[src/rtl/lcdfs_pkg.sv]
package lcdfs_pkg;

    typedef enum logic [1:0] {
        SQ_IDLE = 2'd0,
        SQ_LOAD = 2'd1,
        SQ_CALC = 2'd2
    } sq_state_e;

    // depth code from palette word 0 -> bits per pixel (0 = unsupported)
    function automatic logic [4:0] code_to_bpp(input logic [2:0] code);
        case (code)
            3'd0:    return 5'd0;
            3'd1:    return 5'd2;
            3'd2:    return 5'd4;
            3'd3:    return 5'd8;
            default: return 5'd16;
        endcase
    endfunction

endpackage

[src/rtl/lcdfs_pal_loader.sv]
module lcdfs_pal_loader #(
    parameter int ADDR_W = 24,
    parameter int WORDS  = 256
) (
    input  logic                     clk,
    input  logic                     rst_n,
    input  logic                     start_i,
    input  logic [ADDR_W-1:0]        base_i,
    output logic                     mem_rd_o,
    output logic [ADDR_W-1:0]        mem_addr_o,
    input  logic [15:0]              mem_rdata_i,
    output logic                     pal_we_o,
    output logic [$clog2(WORDS)-1:0] pal_idx_o,
    output logic [15:0]              pal_data_o,
    output logic                     done_o
);
    localparam int CNT_W = $clog2(WORDS);

    typedef struct packed {
        logic              active;
        logic [CNT_W-1:0]  cnt;
        logic [ADDR_W-1:0] base;
        logic              wv;
        logic [CNT_W-1:0]  widx;
    } ld_t;

    ld_t q, d;

    always_comb begin
        d      = q;
        d.wv   = q.active;
        d.widx = q.cnt;
        if (start_i) begin
            d.active = 1'b1;
            d.cnt    = '0;
            d.base   = base_i;
        end else if (q.active) begin
            if (q.cnt == CNT_W'(WORDS - 1)) d.active = 1'b0;
            d.cnt = q.cnt + 1'b1;
        end
    end

    always_ff @(posedge clk or negedge rst_n) begin
        if (!rst_n) q <= '0;
        else        q <= d;
    end

    assign mem_rd_o   = q.active;
    assign mem_addr_o = q.base + ADDR_W'({q.cnt, 1'b0});
    assign pal_we_o   = q.wv;
    assign pal_idx_o  = q.widx;
    assign pal_data_o = mem_rdata_i;
    assign done_o     = q.wv && (q.widx == CNT_W'(WORDS - 1));

    // palette indices are written in ascending order
    a_r1_idx_order: assert property (@(posedge clk) disable iff (!rst_n)
        pal_we_o && $past(pal_we_o) && pal_idx_o != '0
        |-> pal_idx_o == $past(pal_idx_o) + 1'b1);

    // consecutive reads advance by one 16-bit word
    a_r1_addr_step: assert property (@(posedge clk) disable iff (!rst_n)
        mem_rd_o && $past(mem_rd_o) && !$past(start_i)
        |-> mem_addr_o == $past(mem_addr_o) + ADDR_W'(2));

endmodule

[src/rtl/lcdfs_geom.sv]
module lcdfs_geom
    import lcdfs_pkg::*;
#(
    parameter int ADDR_W    = 24,
    parameter int DIM_W     = 11,
    parameter int LINE_W    = 10,
    parameter int PAL_BYTES = 512,
    parameter int SHORT_HDR = 32
) (
    input  logic [2:0]        code_i,
    input  logic              no_pal_i,
    input  logic              tft_i,
    input  logic [DIM_W-1:0]  width_i,
    input  logic [DIM_W-1:0]  height_i,
    input  logic              sp_en_i,
    input  logic              sp_from_i,
    input  logic [LINE_W-1:0] sp_line_i,
    input  logic [ADDR_W-1:0] top_i,
    input  logic [ADDR_W-1:0] bot_i,
    output logic [4:0]        bpp_o,
    output logic [DIM_W:0]    step_o,
    output logic [DIM_W-1:0]  first_o,
    output logic [DIM_W-1:0]  end_o,
    output logic [ADDR_W-1:0] start_o,
    output logic              fits_o,
    output logic              valid_o,
    output logic              mode12_o
);
    localparam int STEP_W = DIM_W + 1;
    localparam int RB_W   = DIM_W + 5;
    localparam int PROD_W = 2 * DIM_W + 5;
    localparam int CMP_W  = ((PROD_W > ADDR_W) ? PROD_W : ADDR_W) + 2;
    localparam int SKP_W  = STEP_W + DIM_W;

    logic [ADDR_W-1:0] off;
    logic [PROD_W-1:0] pix_bits;
    logic [RB_W-1:0]   row_bits;
    logic [CMP_W-1:0]  need, avail;
    logic [SKP_W-1:0]  skip_bytes;

    assign bpp_o   = code_to_bpp(code_i);
    assign valid_o = (code_i != 3'd0);

    always_comb begin
        if (no_pal_i)            off = '0;
        else if (code_i >= 3'd3) off = ADDR_W'(PAL_BYTES);
        else                     off = ADDR_W'(SHORT_HDR);
    end

    always_comb begin
        first_o = '0;
        end_o   = height_i;
        if (sp_en_i) begin
            if (sp_from_i) first_o = DIM_W'(sp_line_i);
            else           end_o   = DIM_W'(sp_line_i);
        end
    end

    assign pix_bits   = PROD_W'(width_i) * PROD_W'(height_i) * PROD_W'(bpp_o);
    assign need       = CMP_W'(off) + CMP_W'(pix_bits >> 3);
    assign avail      = CMP_W'(bot_i) - CMP_W'(top_i) + CMP_W'(2);
    assign fits_o     = (need <= avail);

    assign row_bits   = RB_W'(width_i) * RB_W'(bpp_o);
    assign step_o     = STEP_W'(row_bits >> 3);
    assign skip_bytes = SKP_W'(step_o) * SKP_W'(first_o);
    assign start_o    = top_i + off + ADDR_W'(skip_bytes);

    assign mode12_o   = (bpp_o == 5'd16) && !tft_i;

endmodule

[src/rtl/lcd_frame_seq.sv]
module lcd_frame_seq
    import lcdfs_pkg::*;
#(
    parameter int ADDR_W    = 24,
    parameter int DIM_W     = 11,
    parameter int PAL_N     = 256,
    parameter int SHORT_HDR = 32
) (
    input  logic                     clk,
    input  logic                     rst_n,
    input  logic                     en_i,
    input  logic [1:0]               pal_mode_i,
    input  logic                     tft_i,
    input  logic                     dual_i,
    input  logic [DIM_W-1:0]         width_i,
    input  logic [DIM_W-1:0]         height_i,
    input  logic                     sp_en_i,
    input  logic                     sp_from_i,
    input  logic [9:0]               sp_line_i,
    input  logic [ADDR_W-1:0]        top0_i,
    input  logic [ADDR_W-1:0]        bot0_i,
    input  logic [ADDR_W-1:0]        top1_i,
    input  logic [ADDR_W-1:0]        bot1_i,
    input  logic [3:0]               addr_ok_i,
    input  logic [1:0]               dma_ie_i,
    input  logic                     frame_start_i,
    output logic                     mem_rd_o,
    output logic [ADDR_W-1:0]        mem_addr_o,
    input  logic [15:0]              mem_rdata_i,
    output logic                     pal_we_o,
    output logic [$clog2(PAL_N)-1:0] pal_idx_o,
    output logic [15:0]              pal_data_o,
    output logic                     busy_o,
    output logic                     running_o,
    output logic                     buf_idx_o,
    output logic [ADDR_W-1:0]        start_addr_o,
    output logic [DIM_W:0]           step_o,
    output logic [DIM_W-1:0]         first_line_o,
    output logic [DIM_W-1:0]         end_line_o,
    output logic [4:0]               bpp_o,
    output logic                     mode12_o,
    output logic                     frame_ok_o,
    output logic                     skip_o,
    output logic                     sync_err_o,
    output logic                     pal_done_o,
    output logic [2:0]               dma_cond_o,
    output logic                     dma_irq_o
);
    localparam int STEP_W    = DIM_W + 1;
    localparam int PIDX_W    = $clog2(PAL_N);
    localparam int PAL_BYTES = 2 * PAL_N;

    typedef struct packed {
        sq_state_e         st;
        logic              run;
        logic              en_seen;
        logic              idx;
        logic              pal_loaded;
        logic [2:0]        code;
        logic [ADDR_W-1:0] top;
        logic [ADDR_W-1:0] bot;
        logic [ADDR_W-1:0] start;
        logic [STEP_W-1:0] step;
        logic [DIM_W-1:0]  first;
        logic [DIM_W-1:0]  endl;
        logic [4:0]        bpp;
        logic              mode12;
        logic              ok;
        logic              skip;
        logic              sync;
        logic              pdone;
        logic [2:0]        cond;
        logic              irq;
    } seq_t;

    seq_t q, d;

    logic              ld_start, ld_done;
    logic              addr_bad;
    logic [4:0]        g_bpp;
    logic [STEP_W-1:0] g_step;
    logic [DIM_W-1:0]  g_first, g_end;
    logic [ADDR_W-1:0] g_start;
    logic              g_fits, g_valid, g_mode12;

    lcdfs_pal_loader #(.ADDR_W(ADDR_W), .WORDS(PAL_N)) u_loader (
        .clk         (clk),
        .rst_n       (rst_n),
        .start_i     (ld_start),
        .base_i      (d.top),
        .mem_rd_o    (mem_rd_o),
        .mem_addr_o  (mem_addr_o),
        .mem_rdata_i (mem_rdata_i),
        .pal_we_o    (pal_we_o),
        .pal_idx_o   (pal_idx_o),
        .pal_data_o  (pal_data_o),
        .done_o      (ld_done)
    );

    lcdfs_geom #(
        .ADDR_W(ADDR_W), .DIM_W(DIM_W), .LINE_W(10),
        .PAL_BYTES(PAL_BYTES), .SHORT_HDR(SHORT_HDR)
    ) u_geom (
        .code_i    (q.code),
        .no_pal_i  (pal_mode_i == 2'd2),
        .tft_i     (tft_i),
        .width_i   (width_i),
        .height_i  (height_i),
        .sp_en_i   (sp_en_i),
        .sp_from_i (sp_from_i),
        .sp_line_i (sp_line_i),
        .top_i     (q.top),
        .bot_i     (q.bot),
        .bpp_o     (g_bpp),
        .step_o    (g_step),
        .first_o   (g_first),
        .end_o     (g_end),
        .start_o   (g_start),
        .fits_o    (g_fits),
        .valid_o   (g_valid),
        .mode12_o  (g_mode12)
    );

    assign addr_bad = !addr_ok_i[0] || !addr_ok_i[1] ||
                      (dual_i && (!addr_ok_i[2] || !addr_ok_i[3]));

    always_comb begin
        d         = q;
        ld_start  = 1'b0;
        d.ok      = 1'b0;
        d.skip    = 1'b0;
        d.sync    = 1'b0;
        d.pdone   = 1'b0;
        d.cond    = 3'b000;
        d.irq     = 1'b0;
        d.en_seen = en_i;

        case (q.st)
            SQ_IDLE: begin
                if (q.run && en_i && frame_start_i) begin
                    d.top = q.idx ? top1_i : top0_i;
                    d.bot = q.idx ? bot1_i : bot0_i;
                    if (pal_mode_i != 2'd2) begin
                        d.st     = SQ_LOAD;
                        ld_start = 1'b1;
                    end else begin
                        d.st = SQ_CALC;
                    end
                end
            end
            SQ_LOAD: begin
                if (pal_we_o && pal_idx_o == '0) d.code = pal_data_o[14:12];
                if (ld_done) begin
                    d.st = SQ_CALC;
                    if (!q.pal_loaded) begin
                        d.pdone      = 1'b1;
                        d.pal_loaded = 1'b1;
                    end
                end
            end
            SQ_CALC: begin
                d.st = SQ_IDLE;
                if (!g_valid) begin
                    d.skip = 1'b1;
                end else if (!g_fits) begin
                    d.sync = 1'b1;
                    d.run  = 1'b0;
                end else begin
                    d.ok          = 1'b1;
                    d.start       = g_start;
                    d.step        = g_step;
                    d.first       = g_first;
                    d.endl        = g_end;
                    d.bpp         = g_bpp;
                    d.mode12      = g_mode12;
                    d.cond[q.idx] = 1'b1;
                    d.irq         = dma_ie_i[0];
                    if (dual_i) d.idx = ~q.idx;
                end
            end
            default: d.st = SQ_IDLE;
        endcase

        if (!en_i && q.en_seen) begin
            d.run = 1'b0;
            d.st  = SQ_IDLE;
        end else if (en_i && !q.en_seen) begin
            if (addr_bad) begin
                d.cond[2] = 1'b1;
                d.irq     = dma_ie_i[1];
                d.run     = 1'b0;
            end else begin
                d.run        = 1'b1;
                d.idx        = 1'b0;
                d.pal_loaded = 1'b0;
            end
        end
    end

    always_ff @(posedge clk or negedge rst_n) begin
        if (!rst_n) q <= '0;
        else        q <= d;
    end

    assign busy_o       = (q.st != SQ_IDLE);
    assign running_o    = q.run;
    assign buf_idx_o    = q.idx;
    assign start_addr_o = q.start;
    assign step_o       = q.step;
    assign first_line_o = q.first;
    assign end_line_o   = q.endl;
    assign bpp_o        = q.bpp;
    assign mode12_o     = q.mode12;
    assign frame_ok_o   = q.ok;
    assign skip_o       = q.skip;
    assign sync_err_o   = q.sync;
    assign pal_done_o   = q.pdone;
    assign dma_cond_o   = q.cond;
    assign dma_irq_o    = q.irq;

    // a size error leaves the controller stopped
    a_r4_sync_stops: assert property (@(posedge clk) disable iff (!rst_n)
        sync_err_o |-> !running_o && !frame_ok_o);

    // a fetched frame marks exactly one buffer condition
    a_r7_one_cond: assert property (@(posedge clk) disable iff (!rst_n)
        frame_ok_o |-> $countones(dma_cond_o[1:0]) == 1 && !dma_cond_o[2]);

    // an address error never starts the controller
    a_r9_bad_addr_stopped: assert property (@(posedge clk) disable iff (!rst_n)
        dma_cond_o[2] |-> !running_o);

    // dual mode switches buffers on every fetched frame
    a_r8_dual_toggle: assert property (@(posedge clk) disable iff (!rst_n)
        frame_ok_o && $past(dual_i) |-> buf_idx_o != $past(buf_idx_o));

    // frame setup only proceeds while running
    a_r12_busy_needs_run: assert property (@(posedge clk) disable iff (!rst_n)
        busy_o |-> running_o);

    // a skipped frame raises no fetch strobe
    a_r2_skip_quiet: assert property (@(posedge clk) disable iff (!rst_n)
        skip_o |-> !frame_ok_o && dma_cond_o == 3'b000);

endmodule

[config.mk]
export PLATFORM = sky130hd
export DESIGN_NAME = lcd_frame_seq
export DESIGN_NICKNAME = d
export VERILOG_FILES = /design/src/rtl/lcdfs_pkg.sv /design/src/rtl/lcdfs_pal_loader.sv /design/src/rtl/lcdfs_geom.sv /design/src/rtl/lcd_frame_seq.sv
export SDC_FILE = /design/constraint.sdc
export NUM_CORES = 1
export LEC_CHECK = 0
export ABC_AREA = 1
export ABC_CLOCK_PERIOD_IN_PS = 11500
export BUFFER_PORTS_ARGS = -buffer_cell sky130_fd_sc_hd__buf_2
export CORE_UTILIZATION = 40
export DETAILED_ROUTE_END_ITERATION = 7
export GPL_TIMING_DRIVEN = 1
export PLACE_DENSITY = 0.6
export SLEW_MARGIN = 40
export SYNTH_ARGS = -nofsm -noshare
export SYNTH_HDL_FRONTEND = slang
export SYNTH_SLANG_ARGS = --single-unit
[constraint.sdc]
create_clock -name clk -period 11.5 [get_ports clk]
set_input_delay 1.725 -clock clk [delete_from_list [all_inputs] [get_ports clk]]
set_output_delay 1.725 -clock clk [all_outputs]
set_load 0.005 [all_outputs]
# ---- Word level (Yosys, flattened, before mapping)
# Cells that the tools add are included.
dict set report word_totals {
  register_bits 171
  input_bits 160
  out_inout_bits 125
}
dict set report op_classes {
  add_sub_neg 7
  multipliers 4
  n_lt_le_gt_ge 4
  eq_ne 13
  n_mux 58
  bitwise_logic 1
  reduce_logical 32
}
# operator count
set op_table {}
lappend op_table {{2-to-1 mux 48 bit} 2}
lappend op_table {{2-to-1 mux 24 bit} 3}
lappend op_table {{2-to-1 mux 1 bit} 30}
lappend op_table {{2-to-1 mux 10 bit} 3}
lappend op_table {{adder 29 x 2 -> 29 bit (second input constant)} 1}
lappend op_table {{<= comparator 29 bit} 1}
lappend op_table {{multiplier 22 x 5 -> 27 bit} 1}
lappend op_table {{adder 24 x 24 -> 25 bit} 1}
lappend op_table {{subtractor 24 x 24 -> 25 bit} 1}
lappend op_table {{adder 24 x 23 -> 24 bit} 1}
lappend op_table {{adder 24 bit} 1}
lappend op_table {{adder 24 x 9 -> 24 bit} 1}
lappend op_table {{multiplier 11 x 11 -> 22 bit} 1}
lappend op_table {{multiplier 12 x 10 -> 22 bit} 1}
lappend op_table {{2-to-1 mux 11 bit} 2}
lappend op_table {{one-hot mux 5 bit (4 select lines)} 1}
lappend op_table {{2-to-1 mux 9 bit} 2}
lappend op_table {{equality test 8 bit (second input constant)} 2}
lappend op_table {{multiplier 11 x 5 -> 15 bit} 1}
lappend op_table {{2-to-1 mux 3 bit} 5}
lappend op_table {{2-to-1 mux 2 bit} 7}
lappend op_table {{logical AND 1 bit} 9}
lappend op_table {{nonzero test 3 bit} 3}
lappend op_table {{adder 8 x 1 -> 8 bit (second input constant)} 1}
lappend op_table {{other kinds (23)} 38}

# ---- Depth between registers and ports, before layout
dict set report depth {
  ltp_word 11
  ltp_mapped 58
  mapped_depth_nobuf 56
}

# ---- Hierarchy
# A second synthesis with hierarchy kept.
dict set report unflattened {
  hier_cells 3783
  area_unflattened_um2 26088.8
}
# module instances cells_each area_each_um2 seq_area_each_um2
set modules_own_cells {}
lappend modules_own_cells {lcdfs_geom 1 2571 17101.4 0.0}
lappend modules_own_cells {lcd_frame_seq 1 801 6153.4 3228.1}
lappend modules_own_cells {lcdfs_pal_loader 1 411 2834.0 1051.0}

# ---- Worst setup path before layout
# No wires, ideal clock.
dict set report synth_timing {
  path_type {in2reg}
  start {input port height_i[10]}
  end {register q (netlist bit start_addr_o[7])}
  t_arrival_ns 10.930
  t_required_ns 11.379
  setup_slack_ns 0.448
  path_stages 52
  path_buffers 3
  path_cell_list {clkbuf_1 > nand2_1 > fa_1 > fa_1 > inv_1 > fa_1 > fa_1 > inv_1 > fa_1 > inv_1 > ha_1 > nand2_1 > nor2_1 > nand2_1 > o211ai_1 > a31oi_1 > o21ai_0 > xor2_1 > (+16 left out) > nand2_1 > nand3_1 > nor2_1 > xnor2_1 > inv_1 > ha_1 > a21oi_1 > o21ai_0 > a31oi_1 > nand2_1 > a21oi_1 > nor2_1 > nand3_4 > nand2_4 > buf_12 > buf_8 > nand2_1 > o21ai_2}
}
dict set report synth_via {
  elab_chain_len 5
}
# item line_no
set synth_lines {}
lappend synth_lines {{from (decl)} lcd_frame_seq.sv:16} ;# input logic [DIM_W-1:0] height_i,
lappend synth_lines {{multiplier 11 x 11 -> 22 bit} lcdfs_geom.sv:59} ;# assign pix_bits = PROD_W'(width_i) * PROD_W'(height_i) * PROD_W'(bpp_o);
lappend synth_lines {{multiplier 22 x 5 -> 27 bit} lcdfs_geom.sv:59}
lappend synth_lines {{adder 24 x 24 -> 25 bit} lcdfs_geom.sv:60} ;# assign need = CMP_W'(off) + CMP_W'(pix_bits >> 3);
lappend synth_lines {{<= comparator 29 bit} lcdfs_geom.sv:62} ;# assign fits_o = (need <= avail);
lappend synth_lines {{AND reduction 3 bit (no source line)} n/a}
lappend synth_lines {{to (signal assigned)} lcd_frame_seq.sv:201} ;# if (!rst_n) q <= '0;
lappend synth_lines {{to (signal assigned)} lcd_frame_seq.sv:202} ;# else q <= d;
lappend synth_lines {{to (decl)} lcd_frame_seq.sv:76} ;# seq_t q, d;
# Every way passes these cells.
# A chain may end at the register's enable or synchronous reset.

# ---- Worst setup path after layout
dict set report layout_timing {
  start {input port width_i[4]}
  end {register q (netlist bit first_line_o[2])}
}
dict set report layout_via {
  elab_chain_len 5
}
# item line_no
set layout_lines {}
lappend layout_lines {{from (decl)} lcd_frame_seq.sv:15} ;# input logic [DIM_W-1:0] width_i,
lappend layout_lines {{multiplier 11 x 11 -> 22 bit} lcdfs_geom.sv:59}
lappend layout_lines {{multiplier 22 x 5 -> 27 bit} lcdfs_geom.sv:59}
lappend layout_lines {{adder 24 x 24 -> 25 bit} lcdfs_geom.sv:60}
lappend layout_lines {{<= comparator 29 bit} lcdfs_geom.sv:62}
lappend layout_lines {{AND reduction 3 bit (no source line)} n/a}
# Every way passes these cells.

==> impl_metrics.ini <==
[outcome]
status = complete, no violations

[sta]
fin_crit_sh_pct = 95.9
fmax_mhz = 90.7
setup_viol = 0
slew_headroom_pct = 4.96
worstMarginPinSlew_ns = 1.42
period_needed_ns = 11.03
finalClockSkew_ns = 0.0202
drv_slew = 0
finalHoldViolCount = 0
whs_ns = 0.436

[logic_synthesis]
yosys.area_share.adder_pct = 32.6
netlist_area_sq_um = 25100
ys_seq_elements = 169
synth_cell_types = 54
synth_top_family_by_area = adder cells
synth_mux_area_share_pct = 0.135
synth_warnings = 0
avgSynthCellArea_sq_um = 7.23
syn_inst = 3472
yosysSeqAreaShare_pct = 16.8
synth_compound_area_share_pct = 7.97
synth-simple-area-share_pct = 24.2
synthXorXnorAreaFrac_pct = 4.53

[pwr]
powerDensity_nw_per_um2 = 301
seqPwrFrac_pct = 11.0
combPwrFrac_pct = 81.9
power_leakage_nw = 16.1
ir_drop_v = 0.000293
intPower_w = 0.00382
switching_share_pct = 55.4
p_clk_share_pct = 7.1
power_switching_w = 0.00474

[critical_path]
path_max_fanout = 9
end_kind = flip-flop
crit_type = input port to flip-flop
crit_slowest_cell = fa_1
cpMostUsedCell = inv_1
slowest_delay_ns = 0.55
critPathLaunchType = input port
crit_arrival_ns = 11.36
worst_ep_required_time_ns = 11.83

[clock_network]
cts_root_buffer = clkbuf_16
h-tree-depth = 4
cts_tree = done
cts_buffer_depth = 2
clk_latency_ns = 0.47
cts.clk_slew.worst_paths_ns = 0.07
cts.sinks = 169
numCtsBuffers = 17

[grt]
grt_pass1_vias = 21800
grt_max_degree = 98
grt_antenna_before_repair = 0
grt_overflow = 0
grt_pass1_wl_microns = 116000
grt_usage_pct = 23.1

[drt]
vias = 22200
drc = 0
wl_per_cell_microns = 16.2
drt_pass1_iterations = 5
vias_per_cell = 4.89
ant_nets = 0
drt_iter0_drc = 1163
wl_microns = 73400

[finish]
fillers = 6409
area_growth_pct = 13.3
instances_no_fill = 4541
layout-drive-gt1-share_pct = 14.5
antennaDiodeCount = 0
fin_nets = 4371
final_common_cell = nand2_1
final_cell_mix = 938 x nand2_1, 623 x inv_1, 288 x nor2_1

[floorplanning]
initial_core_util_pct = 40.6
die_h_microns = 253
ios = 285
rows = 91
die_w_microns = 253
core-area_sq_um = 61800
dieArea_sq_um = 63800

[place]
dp.cells = 4493
io_buffers = 256
place.gp.congestion = 0.926
dpl.hpwl_microns = 60200

[hold_path]
hold_path_class = flip-flop to flip-flop

[job]
drv_cap = 0
## worst max-delay path: cells and delay by family
family / cells / cell delay, ns
AO/OA/AOI/OAI: 6 / 1.01
adder cells (fa/ha/maj): 11 / 4.59
buffers and inverters: 12 / 1.27
AND/OR/NAND/NOR: 20 / 2.26
XOR/XNOR: 3 / 0.50
## routing by layer
layer | wire length, microns | part of all wire [%] | track usage, % | up-vias
li1 | - | - | - | 11100
met1 | 33500 | 46 | 31.3 | 10400
met2 | 34600 | 47 | 38.7 | 589
met3 | 3880 | 5.3 | 3.37 | 75
met4 | 1530 | 2.1 | 5.68 | 0
met5 | 0 | 0 | 0 | -
## power groups by stage
| stage | clock network, W | registers (W) | logic (W) |
|---|---|---|---|
| 2_1_floorplan | 0 | 0.000875 | 0.00453 |
| 3_3_place_gp | 0 | 0.000953 | 0.00637 |
| 3_5_place_dp | 0 | 0.000949 | 0.00637 |
| 4_1_cts | 0.000623 | 0.000942 | 0.00644 |
| 5_1_grt | 0.000638 | 0.000963 | 0.00792 |
| 6_report | 0.000609 | 0.000943 | 0.00701 |
## cells in the mapped netlist, drive strengths merged
| library cell | n | share of area, % |
|---|---|---|
| nand4 | 36 | 0.90 |
| a21o | 2 | 0.060 |
| fa | 222 | 18 |
| o31ai | 5 | 0.15 |
| xor2 | 85 | 3.0 |
| dfrtp | 169 | 17 |
| and2 | 1 | 0.025 |
| mux2 | 3 | 0.13 |
| inv | 629 | 9.4 |
| o221ai | 1 | 0.035 |
| o21a | 1 | 0.030 |
| nor4 | 15 | 0.37 |
| buf | 107 | 3.3 |
| o21ai | 159 | 3.4 |
| clkinv | 2 | 0.030 |
| xnor2 | 44 | 1.6 |
| o211ai | 6 | 0.18 |
| nand2 | 960 | 15 |
| nor3b | 3 | 0.11 |
| o211a | 1 | 0.040 |
| or2 | 12 | 0.30 |
| a31o | 1 | 0.035 |
| a21oi | 138 | 2.8 |
| o21bai | 11 | 0.33 |
| nand3b | 7 | 0.21 |
| a21boi | 3 | 0.10 |
| ha | 298 | 15 |
| nor2 | 305 | 4.7 |
| clkbuf | 68 | 1.0 |
| nand3 | 107 | 2.3 |
| nor3 | 37 | 0.78 |
| a32o | 1 | 0.040 |
| a31oi | 31 | 0.77 |
| conb | 1 | 0.015 |
| o22ai | 1 | 0.025 |
## state kept, by name, summed over array words and instances, names as in the netlist
signal              cells
u_loader.pal_we_o       1
sync_err_o              1
buf_idx_o               1
start_addr_o           24
u_loader.mem_rd_o       1
u_loader.pal_idx_o      8
dma_irq_o               1
u_loader.q             24
first_line_o           10
dma_cond_o              3
u_loader.d              8
pal_done_o              1
q                      55
frame_ok_o              1
step_o                 12
running_o               1
skip_o                  1
mode12_o                1
end_line_o             11
bpp_o                   4
## logic make-up after synthesis
logic type                 count (synthesis)
AOI/OAI and AO/OA                        361
xor gates and xnor gates                 129
adders and majority gates                520
buffers and inverters                    806
DFF                                      169
muxes                                      3
other                                      1
and+or+nand+nor                         1483
## metrics by stage
| step | total power [W] | setup TNS, ns | instance area [sq um] | setup slack [ns] | util [%] |
|---|---|---|---|---|---|
| after CTS | 0.00800 | 0 | 27800 | 0.377 | 44.9 |
| after detailed placement | 0.00732 | -3.23 | 27200 | -0.0863 | 44.0 |
| final | 0.00856 | 0 | 28400 | 0.472 | 46.0 |
| after floorplan | 0.00540 | 0 | 25100 | 0.448 | - |
| after global placement | 0.00732 | -1.75 | 27200 | -0.0578 | 44.0 |
| after global routing | 0.00952 | -7.63 | 28400 | -0.136 | 46.0 |
## what timing repair did
item / in CTS / in global routing
setup endpoints to repair: 0 / 69
hold buffers: 0 / 0
gates resized for setup: 0 / 85
buffers inserted: 0 / 5
## worst paths after layout
check                            from               end  slack [ns]  depth (start not counted)
max                        width_i[4]   first_line_o[2]        0.47                         52
min                            q[123]        pal_done_o        0.44                          1
max reg2reg                    q[122]  start_addr_o[22]        1.10                         45
min reg2reg                    q[123]        pal_done_o        0.44                          1
max in group asynchronous       rst_n             q[76]        9.32                          2
min in group asynchronous       rst_n    u_loader.q[24]        1.16                          1
## area by class of cell
type	instances	area [sq um]	area share (%)
timing repair buffer	370	2380	8.35
tap	837	1050	3.68
multi-input combinational	2502	17800	62.7
sequential	169	4230	14.9
clock buffer	18	439	1.54
clock inverter	14	153	0.537
inverter	631	2370	8.34
Power figures use the tool's default switching activity.
